===== src/rtl/timer_irq_pkg.sv =====
package timer_irq_pkg;

    typedef enum logic {
        PH_EVEN = 1'b0,
        PH_ODD  = 1'b1
    } phase_e;

    typedef enum logic {
        SEL_COUNT   = 1'b0,
        SEL_COMPARE = 1'b1
    } reg_sel_e;

endpackage


===== src/rtl/tick_phase_fsm.sv =====
module tick_phase_fsm
    import timer_irq_pkg::*;
(
    input  logic clk,
    input  logic rst_n,
    output logic tick
);

    phase_e state_q;
    phase_e state_d;

    // next-state selection: GO_ODD from PH_EVEN, GO_EVEN from PH_ODD
    always_comb begin
        unique case (state_q)
            PH_EVEN: state_d = PH_ODD;
            PH_ODD:  state_d = PH_EVEN;
            default: state_d = PH_EVEN;
        endcase
    end

    always_ff @(posedge clk or negedge rst_n) begin
        if (!rst_n) begin
            state_q <= PH_EVEN;
        end else begin
            state_q <= state_d;
        end
    end

    // output decode: counter steps on edges taken in PH_ODD
    always_comb begin
        unique case (state_q)
            PH_EVEN: tick = 1'b0;
            PH_ODD:  tick = 1'b1;
            default: tick = 1'b0;
        endcase
    end

endmodule


===== src/rtl/count_compare_regs.sv =====
module count_compare_regs
    import timer_irq_pkg::*;
#(
    parameter int CNT_W   = 64,
    parameter int MATCH_W = 32
) (
    input  logic             clk,
    input  logic             rst_n,
    input  logic             tick,
    input  logic             wr_en,
    input  logic             wr_sel,
    input  logic [CNT_W-1:0] wr_data,
    output logic [CNT_W-1:0] count_q,
    output logic [CNT_W-1:0] compare_q,
    output logic             timer_ip
);

    logic             cnt_wr;
    logic             cmp_wr;
    logic [CNT_W-1:0] count_inc;
    logic             hit;

    always_comb begin
        cnt_wr    = wr_en && (reg_sel_e'(wr_sel) == SEL_COUNT);
        cmp_wr    = wr_en && (reg_sel_e'(wr_sel) == SEL_COMPARE);
        count_inc = count_q + CNT_W'(1);
        hit       = tick && !cnt_wr &&
                    (count_inc[MATCH_W-1:0] == compare_q[MATCH_W-1:0]);
    end

    always_ff @(posedge clk or negedge rst_n) begin
        if (!rst_n) begin
            count_q   <= '0;
            compare_q <= '0;
            timer_ip  <= 1'b0;
        end else begin
            if (cnt_wr) begin
                count_q <= wr_data;
            end else if (tick) begin
                count_q <= count_inc;
            end
            if (cmp_wr) begin
                compare_q <= wr_data;
                timer_ip  <= 1'b0;
            end else if (hit) begin
                timer_ip  <= 1'b1;
            end
        end
    end

endmodule


===== src/rtl/irq_combine.sv =====
module irq_combine #(
    parameter int SW_W  = 2,
    parameter int EXT_W = 5,
    parameter int IP_W  = SW_W + EXT_W + 1
) (
    input  logic            st_ie,
    input  logic            st_exl,
    input  logic            st_erl,
    input  logic [IP_W-1:0] st_im,
    input  logic [SW_W-1:0] sw_ip,
    input  logic [EXT_W-1:0] ext_ip,
    input  logic            timer_ip,
    output logic            irq_pending
);

    logic [IP_W-1:0] ip_vec;

    always_comb begin
        ip_vec      = {timer_ip, ext_ip, sw_ip};
        irq_pending = st_ie && !st_exl && !st_erl && (|(st_im & ip_vec));
    end

endmodule


===== src/rtl/timer_irq_unit.sv =====
module timer_irq_unit #(
    parameter int CNT_W   = 64,
    parameter int MATCH_W = 32,
    parameter int SW_W    = 2,
    parameter int EXT_W   = 5,
    localparam int IP_W   = SW_W + EXT_W + 1
) (
    input  logic             clk,
    input  logic             rst_n,
    input  logic             wr_en,
    input  logic             wr_sel,
    input  logic [CNT_W-1:0] wr_data,
    input  logic             st_ie,
    input  logic             st_exl,
    input  logic             st_erl,
    input  logic [IP_W-1:0]  st_im,
    input  logic [SW_W-1:0]  sw_ip,
    input  logic [EXT_W-1:0] ext_ip,
    output logic [CNT_W-1:0] count_q,
    output logic [CNT_W-1:0] compare_q,
    output logic             timer_ip,
    output logic             irq_pending
);

    logic tick;

    tick_phase_fsm u_phase (
        .clk   (clk),
        .rst_n (rst_n),
        .tick  (tick)
    );

    count_compare_regs #(
        .CNT_W   (CNT_W),
        .MATCH_W (MATCH_W)
    ) u_regs (
        .clk       (clk),
        .rst_n     (rst_n),
        .tick      (tick),
        .wr_en     (wr_en),
        .wr_sel    (wr_sel),
        .wr_data   (wr_data),
        .count_q   (count_q),
        .compare_q (compare_q),
        .timer_ip  (timer_ip)
    );

    irq_combine #(
        .SW_W  (SW_W),
        .EXT_W (EXT_W),
        .IP_W  (IP_W)
    ) u_comb (
        .st_ie       (st_ie),
        .st_exl      (st_exl),
        .st_erl      (st_erl),
        .st_im       (st_im),
        .sw_ip       (sw_ip),
        .ext_ip      (ext_ip),
        .timer_ip    (timer_ip),
        .irq_pending (irq_pending)
    );

endmodule


===== config.mk =====
export PLATFORM = sky130hd
export DESIGN_NAME = timer_irq_unit
export DESIGN_NICKNAME = d
export VERILOG_FILES = /design/src/rtl/timer_irq_pkg.sv /design/src/rtl/tick_phase_fsm.sv /design/src/rtl/count_compare_regs.sv /design/src/rtl/irq_combine.sv /design/src/rtl/timer_irq_unit.sv
export SDC_FILE = /design/constraint.sdc
export NUM_CORES = 1
export LEC_CHECK = 0
export BUFFER_PORTS_ARGS = -buffer_cell sky130_fd_sc_hd__buf_2
export CORE_AREA = 2 2 130 132
export CTS_BUF_LIST = sky130_fd_sc_hd__clkbuf_2 sky130_fd_sc_hd__clkbuf_4 sky130_fd_sc_hd__clkbuf_8
export CTS_CLUSTER_DIAMETER = 30
export DETAILED_ROUTE_END_ITERATION = 6
export DIE_AREA = 0 0 132 134
export PLACE_DENSITY = 0.75
export SLEW_MARGIN = 0
export SYNTH_ARGS = -nofsm -noshare
export SYNTH_HDL_FRONTEND = slang
export SYNTH_SLANG_ARGS = --single-unit
export TNS_END_PERCENT = 5

===== constraint.sdc =====
create_clock -name clk -period 3.45 [get_ports clk]
set_input_delay 0 -clock clk [delete_from_list [all_inputs] [get_ports clk]]
set_output_delay 0 -clock clk [all_outputs]
set_load 0.01 [all_outputs]

Word-level counts from Yosys, hierarchy flattened
Index checks and enable logic that the tools add are counted.

cells by class
  $add $sub $neg = 1
  eq/ne operators = 1
  multiplexer cells = 6
  bitwise logic cells = 3
  reduce and logical (&&, ||, !) cells = 13

operators by type and width
  cell                   number
  $mux 64                2
  $add 64x1->64 const B  1
  $eq 32x32->1           1
  $and 8x8->8            1
  $reduce_or 8->1        1
  $logic_and 1x1->1      7
  $pmux 1 s2             2
  $reduce_bool 2->1      2
  $logic_not 1->1        3
  $mux 1                 2
  $not 1->1              2

storage, ports and cells
  bits in registers = 130
  input bits = 86
  output and inout port bits = 130
  word-level logic and storage cells = 28

Depth between registers and ports, before layout
Gate-level depths: netlist of the first run.

  word-level depth = 7
  depth in mapped cells = 10
  depth with buffers taken out = 8

Hierarchy
A second synthesis of the first run with hierarchy kept.

second synthesis, totals
  cells, all modules = 719
  area, all modules = 7179.4 µm²

modules (own cells, without submodules)
  module              instances  cells each  area each (µm²)  sequential area each (µm²)
  count_compare_regs  1          710         7099.3           3228.1
  irq_combine         1          7           51.3             0.0
  tick_phase_fsm      1          2           28.8             25.0

Worst setup path before layout of the first run
Ideal clock, no wire load.

  path kind = flip-flop to flip-flop
  start point = register u_regs.count_q[12]
  end point = register u_regs.timer_ip
  setup time = 92 ps
  arrival = 2426 ps
  data required time = 3358 ps
  slack = 932 ps
  cell stages (with the launch flop) = 9
  path buffers = 1
  clock period less this slack = 2518 ps
  cell sequence = dfrtp_1 -> buf_2 -> nand4_2 -> nor4_4 -> nand2_1 -> or3_1 -> xnor2_1 -> or4_1 -> o31ai_2

on the way
  word-level cells in the longest chain between the ends = 4

RTL lines
  what                         RTL line                  source
  start: declaration           count_compare_regs.sv:13  output logic [CNT_W-1:0] count_q,
  start signal: assignment     count_compare_regs.sv:38  count_q <= wr_data;
  start signal: assignment     count_compare_regs.sv:40  count_q <= count_inc;
  $add 64x1->64                count_compare_regs.sv:26  count_inc = count_q + CNT_W'(1);
  $eq 32x32->1                 count_compare_regs.sv:28  (count_inc[MATCH_W-1:0] == compare_q[MATCH_W-1:0]);
  $logic_and 1x1->1            count_compare_regs.sv:27  hit = tick && !cnt_wr &&
  $reduce_bool 2->1 (no line)  -
  end signal: assignment       count_compare_regs.sv:35  timer_ip <= 1'b0;
  end signal: assignment       count_compare_regs.sv:44  timer_ip <= 1'b0;
  end signal: assignment       count_compare_regs.sv:46  timer_ip <= 1'b1;
  end: declaration             count_compare_regs.sv:15  output logic timer_ip

Every way passes these cells.
A chain may end at the register's enable or synchronous reset.

Worst setup path after layout of the first run
  start point = register u_regs.count_q[3]
  end point = register u_regs.timer_ip

Same word-level chain as after synthesis.

==> run metrics, run 1 <==
status completed; Worst EP required 3.82 ns; boundary pin count 216; number of synthesized register bits 130; post-route cell area 9450 sq um; synth unique cells 51; Post-Syn Instances 738; headroom to the max-slew limit 42.6%; RSZ-0062 raised after global routing false; router iterations before antenna repair 5; final core occ 58.0%; final global-route overflow total 0; Post-CTS Setup Bufs 0; worst vdd ir 294 uV; Reg clk slew, reported paths 0.07 ns; maxcap violations 0; Synth Cell Area 7190 sq um; pin count of the biggest net entering global routing 94; via count 6617; CTS tree built; area delta synth->final 31.5%; Syn Nets 825; Avg WL per Cell 17.3 microns; core area 16300 sq um; DRC 0; GPL Wtd Cong 0.922; initial antenna violation count 0; Skew-Pair Late Insertion Delay 0.46 ns; endpoints failing setup 0; worst setup path startpoint u_regs.count_q[3]$_DFFE_PN0P_; gr usage total 24.3%; Rows 47; die area 17700 sq um; asr flop ratio synth 100%; Synth area leaders dfrtp_1 45%, mux2_2 10%, xnor2_1 7.8%; Reg-to-Reg Start u_regs.count_q[3]$_DFFE_PN0P_; TNS Setup 0 ns; fin nets 1088; WHS 0.0223 ns; worst clock skew 0.0179 ns; top post-synthesis cells by count 130 x dfrtp_1, 104 x nand2_1, 65 x mux2_2; crit path time final 2.78 ns; Die H 134 microns; CTS-repair resized insts 0; yosys warns 0; Die Wd 132 microns; post-synth top area share 45.3%; leakage power 4.12 nW; Cell Pwr Density 461 nW/um^2; Hold-fix buffers, CTS 66; CTS Buf Count 17; Worst R2R End u_regs.timer_ip$_DFFE_PN0P_; initial core utilization 44.1%; first-pass GRT wire length 34.0 mm; clk sink count 130; Synth Flop Type dfrtp_1; # port buffers 215; vias in the first global route 6496; Hold Fails Final Rpt 0; Post-Route WL 21.3 mm; critical path capture point type flop; sequential fraction of the synthesis area 45.3%; cell depth of the worst flop-to-flop path 7; top cell type by total area after synthesis dfrtp_1; Hold Crit Class input pin to flop; placed cell areas 8430 sq um; Clock Path Buffers 2; Avg Inst Size Synth 9.74 sq um; CP startpoint kind flop; fraction of layout cells with a size suffix above 1 32.7%; slew of the pin with the lowest slew margin 0.861 ns; CP Max Fanout 12; Post-synth EDFFs 0; R2R Setup Slk 0.67 ns; Antenna diodes 0; most common cell in the synthesized netlist dfrtp_1; Slew Limit Fails 0; 1st-iter DRT viols 408; critical path arrival 3.14 ns; Crit Path Class flop to flop; number of H-tree levels 4; CP endpoint u_regs.timer_ip$_DFFE_PN0P_; HPWL after DPL 14.5 mm; Max Clk Rate 360 MHz; root buf cell clkbuf_8; Final Cycle Share 80.5%; ANT nets after route 0; worst hold start wr_sel; Vias/cell 5.37
==> critical path, cell delays in order, from the launching register on <==
cell and delay (ns):
dfrtp_1 0.59, nand4_1 0.34, nor4_2 0.61, nand4_1 0.16, a211oi_1 0.39, o2111a_1 0.25
o2111ai_1 0.15, o31ai_2 0.20
==> sequential cells by signal (all words and copies together), names as in the netlist <==
register,flops
u_regs.count_q,64
u_regs.timer_ip,1
u_regs.compare_q,64
u_phase.state_q,1
==> worst min path at each step <==
stage / endpoint / cells past startpoint / slack [ns]
floorplan: u_phase.state_q$_DFF_PN0_ / 0 / -0.30
global placement: u_regs.compare_q[14]$_DFFE_PN0P_ / 1 / 0.16
detailed placement: u_regs.compare_q[14]$_DFFE_PN0P_ / 1 / 0.15
CTS: u_regs.count_q[7]$_DFFE_PN0P_ / 4 / 0.00005
global route: u_regs.count_q[11]$_DFFE_PN0P_ / 4 / 0.04
finish: u_regs.count_q[10]$_DFFE_PN0P_ / 4 / 0.02
==> metal layers <==
| metal | track usage [%] | up-vias | share of wire (%) | routed length [microns] |
|---|---|---|---|---|
| met5 | 0 | - | 0 | 0 |
| met4 | 11.5 | 0 | 3.6 | 762 |
| met3 | 5.90 | 54 | 6.2 | 1320 |
| met2 | 39.2 | 278 | 48 | 10200 |
| met1 | 31.0 | 3161 | 42 | 8970 |
| li1 | - | 3124 | - | - |
==> logic make-up (layout without fill, tap and decap cells) <==
group	after synthesis	after routing	share of synthesized area (%)
multiplexers	68	68	10.6
buffers and inverters	57	332	3.29
AND/OR/NAND/NOR	280	280	20.4
AO/OA/AOI/OAI	100	100	7.83
flip-flops	130	130	45.3
adder cells (fa/ha/maj)	1	1	0.174
XOR/XNOR	102	102	12.4
==> power by group <==
| part | switching, mW | internal, mW |
|---|---|---|
| sequential | 0.287 | 1.74 |
| clock | 0.605 | 0.612 |
| combinational | 0.567 | 0.551 |
==> layout by cell type, fill, tap and decap left out, types with 9 or more instances in the layout <==
master / Yosys / final
nand4_1: 26 / 26
nand3_1: 21 / 21
nor2_1: 40 / 40
nor3_1: 12 / 12
and4_1: 13 / 13
dlygate4sd3_1: 0 / 66
xnor2_1: 64 / 64
o21ai_0: 47 / 47
o21ai_1: 20 / 20
and3_1: 14 / 14
clkbuf_8: 0 / 19
dfrtp_1: 130 / 130
inv_1: 13 / 13
mux2_2: 65 / 65
nand2_1: 104 / 103
nor4_1: 9 / 9
a21oi_1: 9 / 9
buf_2: 15 / 214
xor2_1: 38 / 38
==> final cells by class <==
cell class	count	area, sq um
Clock buffer	21	277
Tap cell	220	275
Sequential cell	130	3250
Fill cell	1374	6840
Timing Repair Buffer	287	1800
Inverter	14	52.6
Clock inverter	10	86.3
Multi-Input combinational cell	551	3710
==> per-stage QoR <==
stage | std cells | power, mW | setup slack [ns]
after floorplan | 738 | 2.63 | 0.932
after global placement | 1136 | 3.06 | 0.785
after detailed placement | 1136 | 3.09 | 0.734
after CTS | 1233 | 4.36 | 0.712
after global routing | 1233 | 4.58 | 0.470
final | 1233 | 4.36 | 0.673
Power figures use the tool's default switching activity.
==> run 2, diff against run 1 <==
--- a/config.mk
+++ b/config.mk
@@ -11,7 +11,7 @@
 export CTS_CLUSTER_DIAMETER = 30
 export DETAILED_ROUTE_END_ITERATION = 6
 export DIE_AREA = 0 0 132 134
-export PLACE_DENSITY = 0.75
+export PLACE_DENSITY = 0.78
 export SLEW_MARGIN = 0
 export SYNTH_ARGS = -nofsm -noshare
 export SYNTH_HDL_FRONTEND = slang
==> constraint.sdc (replaced) <==
create_clock -name clk -period 2.48 [get_ports clk]
set_input_delay 0 -clock clk [delete_from_list [all_inputs] [get_ports clk]]
set_output_delay 0 -clock clk [all_outputs]
set_load 0.01 [all_outputs]
==> run 2 against run 1 <==
  * Final cell count up 3.4%
  * Maximum frequency is 16% higher
  * First-iteration DRC count up 64%
  * Sequential power is 34% higher
  * Total power rose by 48%
  * Hold slack improved by 0.0045 ns
  * Utilization increased by 2.5 points
  * Register-to-register slack lost 0.59 ns
  * Clock-buffer cell count decreased by 2
==> run metrics, run 2 (same netlist as run 1, synthesis figures left out) <==
wire length on met3 1.64 mm; RSZ-0062 raised after global routing true; Seq pwr share 42.0%; 1st-iter DRT viols 669; Avg WL per Cell 18.1 microns; Comb pwr share 28.0%; commonest non-fill, non-tap cell in the layout buf_2; CTS tree built; CTS Buf Count 17; multi-input logic area 3730 sq um; WHS 0.0268 ns; CP max-delay cell or4_1; Worst Hold Depth 3; worst vdd ir 304 uV; pin count of the biggest net entering global routing 71; Worst EP required 2.85 ns; router iterations before antenna repair 5; root buf cell clkbuf_8; Slew Limit Fails 0; die area 17700 sq um; boundary pin count 216; fin nets 1131; # port buffers 215; worst clock skew 0.0179 ns; maxcap violations 0; CP Max Fanout 2; area delta synth->final 37.1%; gr usage total 26.3%; Worst R2R End u_regs.timer_ip$_DFFE_PN0P_; Max Clk Rate 418 MHz; final core occ 60.5%; status completed; Internal Power 4.31 mW; fill cell count 1380; Clock Path Buffers 2; cell depth of the worst flop-to-flop path 8; clock network fraction of total power 30.0%; endpoints failing setup 0; crit-path max cell delay 0.48 ns; clk sink count 130; Skew-Pair Late Insertion Delay 0.46 ns; CP startpoint kind flop; met2 WL post-DR 10.8 mm; fraction of layout cells with a size suffix above 1 35.8%; Cell Pwr Density 656 nW/um^2; slew of the pin with the lowest slew margin 0.707 ns; DRC 0; leakage power 4.37 nW; Vias/cell 5.39; Psw 2.15 mW; first-pass GRT wire length 36.7 mm; headroom to the max-slew limit 52.9%; Rows 47; critical path capture point type flop; sequential cell area 3250 sq um; Die Wd 132 microns; initial core utilization 44.1%; worst hold start wr_en; biggest regs u_regs.compare_q (64), u_regs.count_q (64); R2R Setup Slk 0.09 ns; Crit Path Class flop to flop; Top Layer Used met4; worst path cell trace ha_1 -> xor2_1 -> or4_1 -> a31oi_1 -> nand4_1 -> nor4_2 -> o2111ai_1 -> o31ai_2; HPWL after DPL 16.3 mm; GPL Wtd Cong 0.946; WL met1 9.79 mm; Die H 134 microns; number of H-tree levels 4; core area 16300 sq um; Final Cycle Share 96.5%; Hold Fails Final Rpt 0; final global-route overflow total 0; Buffers & Inverters on Critical Path 0; crit path time final 2.39 ns; Antenna diodes 0; Hold EP u_regs.count_q[31]$_DFFE_PN0P_; Reg clk slew, reported paths 0.08 ns; initial antenna violation count 0; via count 6867; critical path arrival 2.76 ns; commonest cells after routing, fill and taps aside 214 x buf_2, 129 x dfrtp_1, 103 x nand2_1; sw frac 33.3%; critical path's top delay family simple AND/OR/NAND/NOR gates; Post-Route WL 23.1 mm; vias in the first global route 6876; Hold Crit Class input pin to flop; Reg-to-Reg Start u_regs.count_q[0]$_DFFE_PN0P_; ANT nets after route 0
[run 2: worst reg2reg max path, cell delays in order, from the launching register on]
cell and delay (ns):
dfrtp_1 0.38, ha_1 0.32, xor2_1 0.16, or4_1 0.48, a31oi_1 0.18, nand4_1 0.15, nor4_2 0.16, o2111ai_1 0.18
o31ai_2 0.29
[run 2: power groups by stage]
stage	clock network (mW)	registers [mW]	logic, mW
5_1_grt	2.06	2.75	1.97
3_5_place_dp	0	2.74	1.70
4_1_cts	1.96	2.70	1.79
2_1_floorplan	0	2.85	0.804
6_report	1.94	2.71	1.81
3_3_place_gp	0	2.72	1.68
[run 2: layout make-up]
cell class                      instances  share of cell area [%]
Multi-Input combinational cell        551                    37.9
Sequential cell                       130                    33.0
Timing Repair Buffer                  330                    21.6
Tap cell                              220                    2.79
Clock buffer                           19                    2.65
Clock inverter                         11                    1.56
Inverter                               14                   0.533
[run 2: routing by layer]
metal | track usage (%) | vias up
li1 | - | 3195
met3 | 6.42 | 62
met2 | 41.0 | 321
met1 | 35.1 | 3289
met4 | 11.4 | 0
met5 | 0 | -
[run 2: what timing repair did]
item,in CTS,in global routing
resized for setup,0,7
buffers inserted,0,2
endpoints found under the hold margin,195,0
setup endpoints to repair,0,11
hold buffers,67,0
[run 2: worst max path at each step]
stage / start / cells past startpoint / slack (ns) / end
after floorplan: u_regs.count_q[11]$_DFFE_PN0P_ / 8 / 0.007 / u_regs.timer_ip$_DFFE_PN0P_
final: u_regs.count_q[0]$_DFFE_PN0P_ / 8 / 0.09 / u_regs.timer_ip$_DFFE_PN0P_
after global routing: u_regs.count_q[0]$_DFFE_PN0P_ / 7 / -0.05 / u_regs.timer_ip$_DFFE_PN0P_
after CTS: u_regs.count_q[2]$_DFFE_PN0P_ / 7 / 0.04 / u_regs.timer_ip$_DFFE_PN0P_
after detailed placement: u_regs.count_q[2]$_DFFE_PN0P_ / 7 / 0.05 / u_regs.timer_ip$_DFFE_PN0P_
after global placement: u_regs.count_q[0]$_DFFE_PN0P_ / 8 / 0.08 / u_regs.timer_ip$_DFFE_PN0P_
[run 2: stage by stage]
step	setup WS (ns)	total power, mW	setup TNS [ns]	cells	area (sq um)
2_1_floorplan	0.00730	3.66	0	738	7200
3_3_place_gp	0.0758	4.40	0	1176	8730
3_5_place_dp	0.0476	4.44	0	1176	8730
4_1_cts	0.0428	6.45	0	1273	9820
5_1_grt	-0.0529	6.78	-0.0623	1275	9860
6_report	0.0869	6.47	0	1275	9860
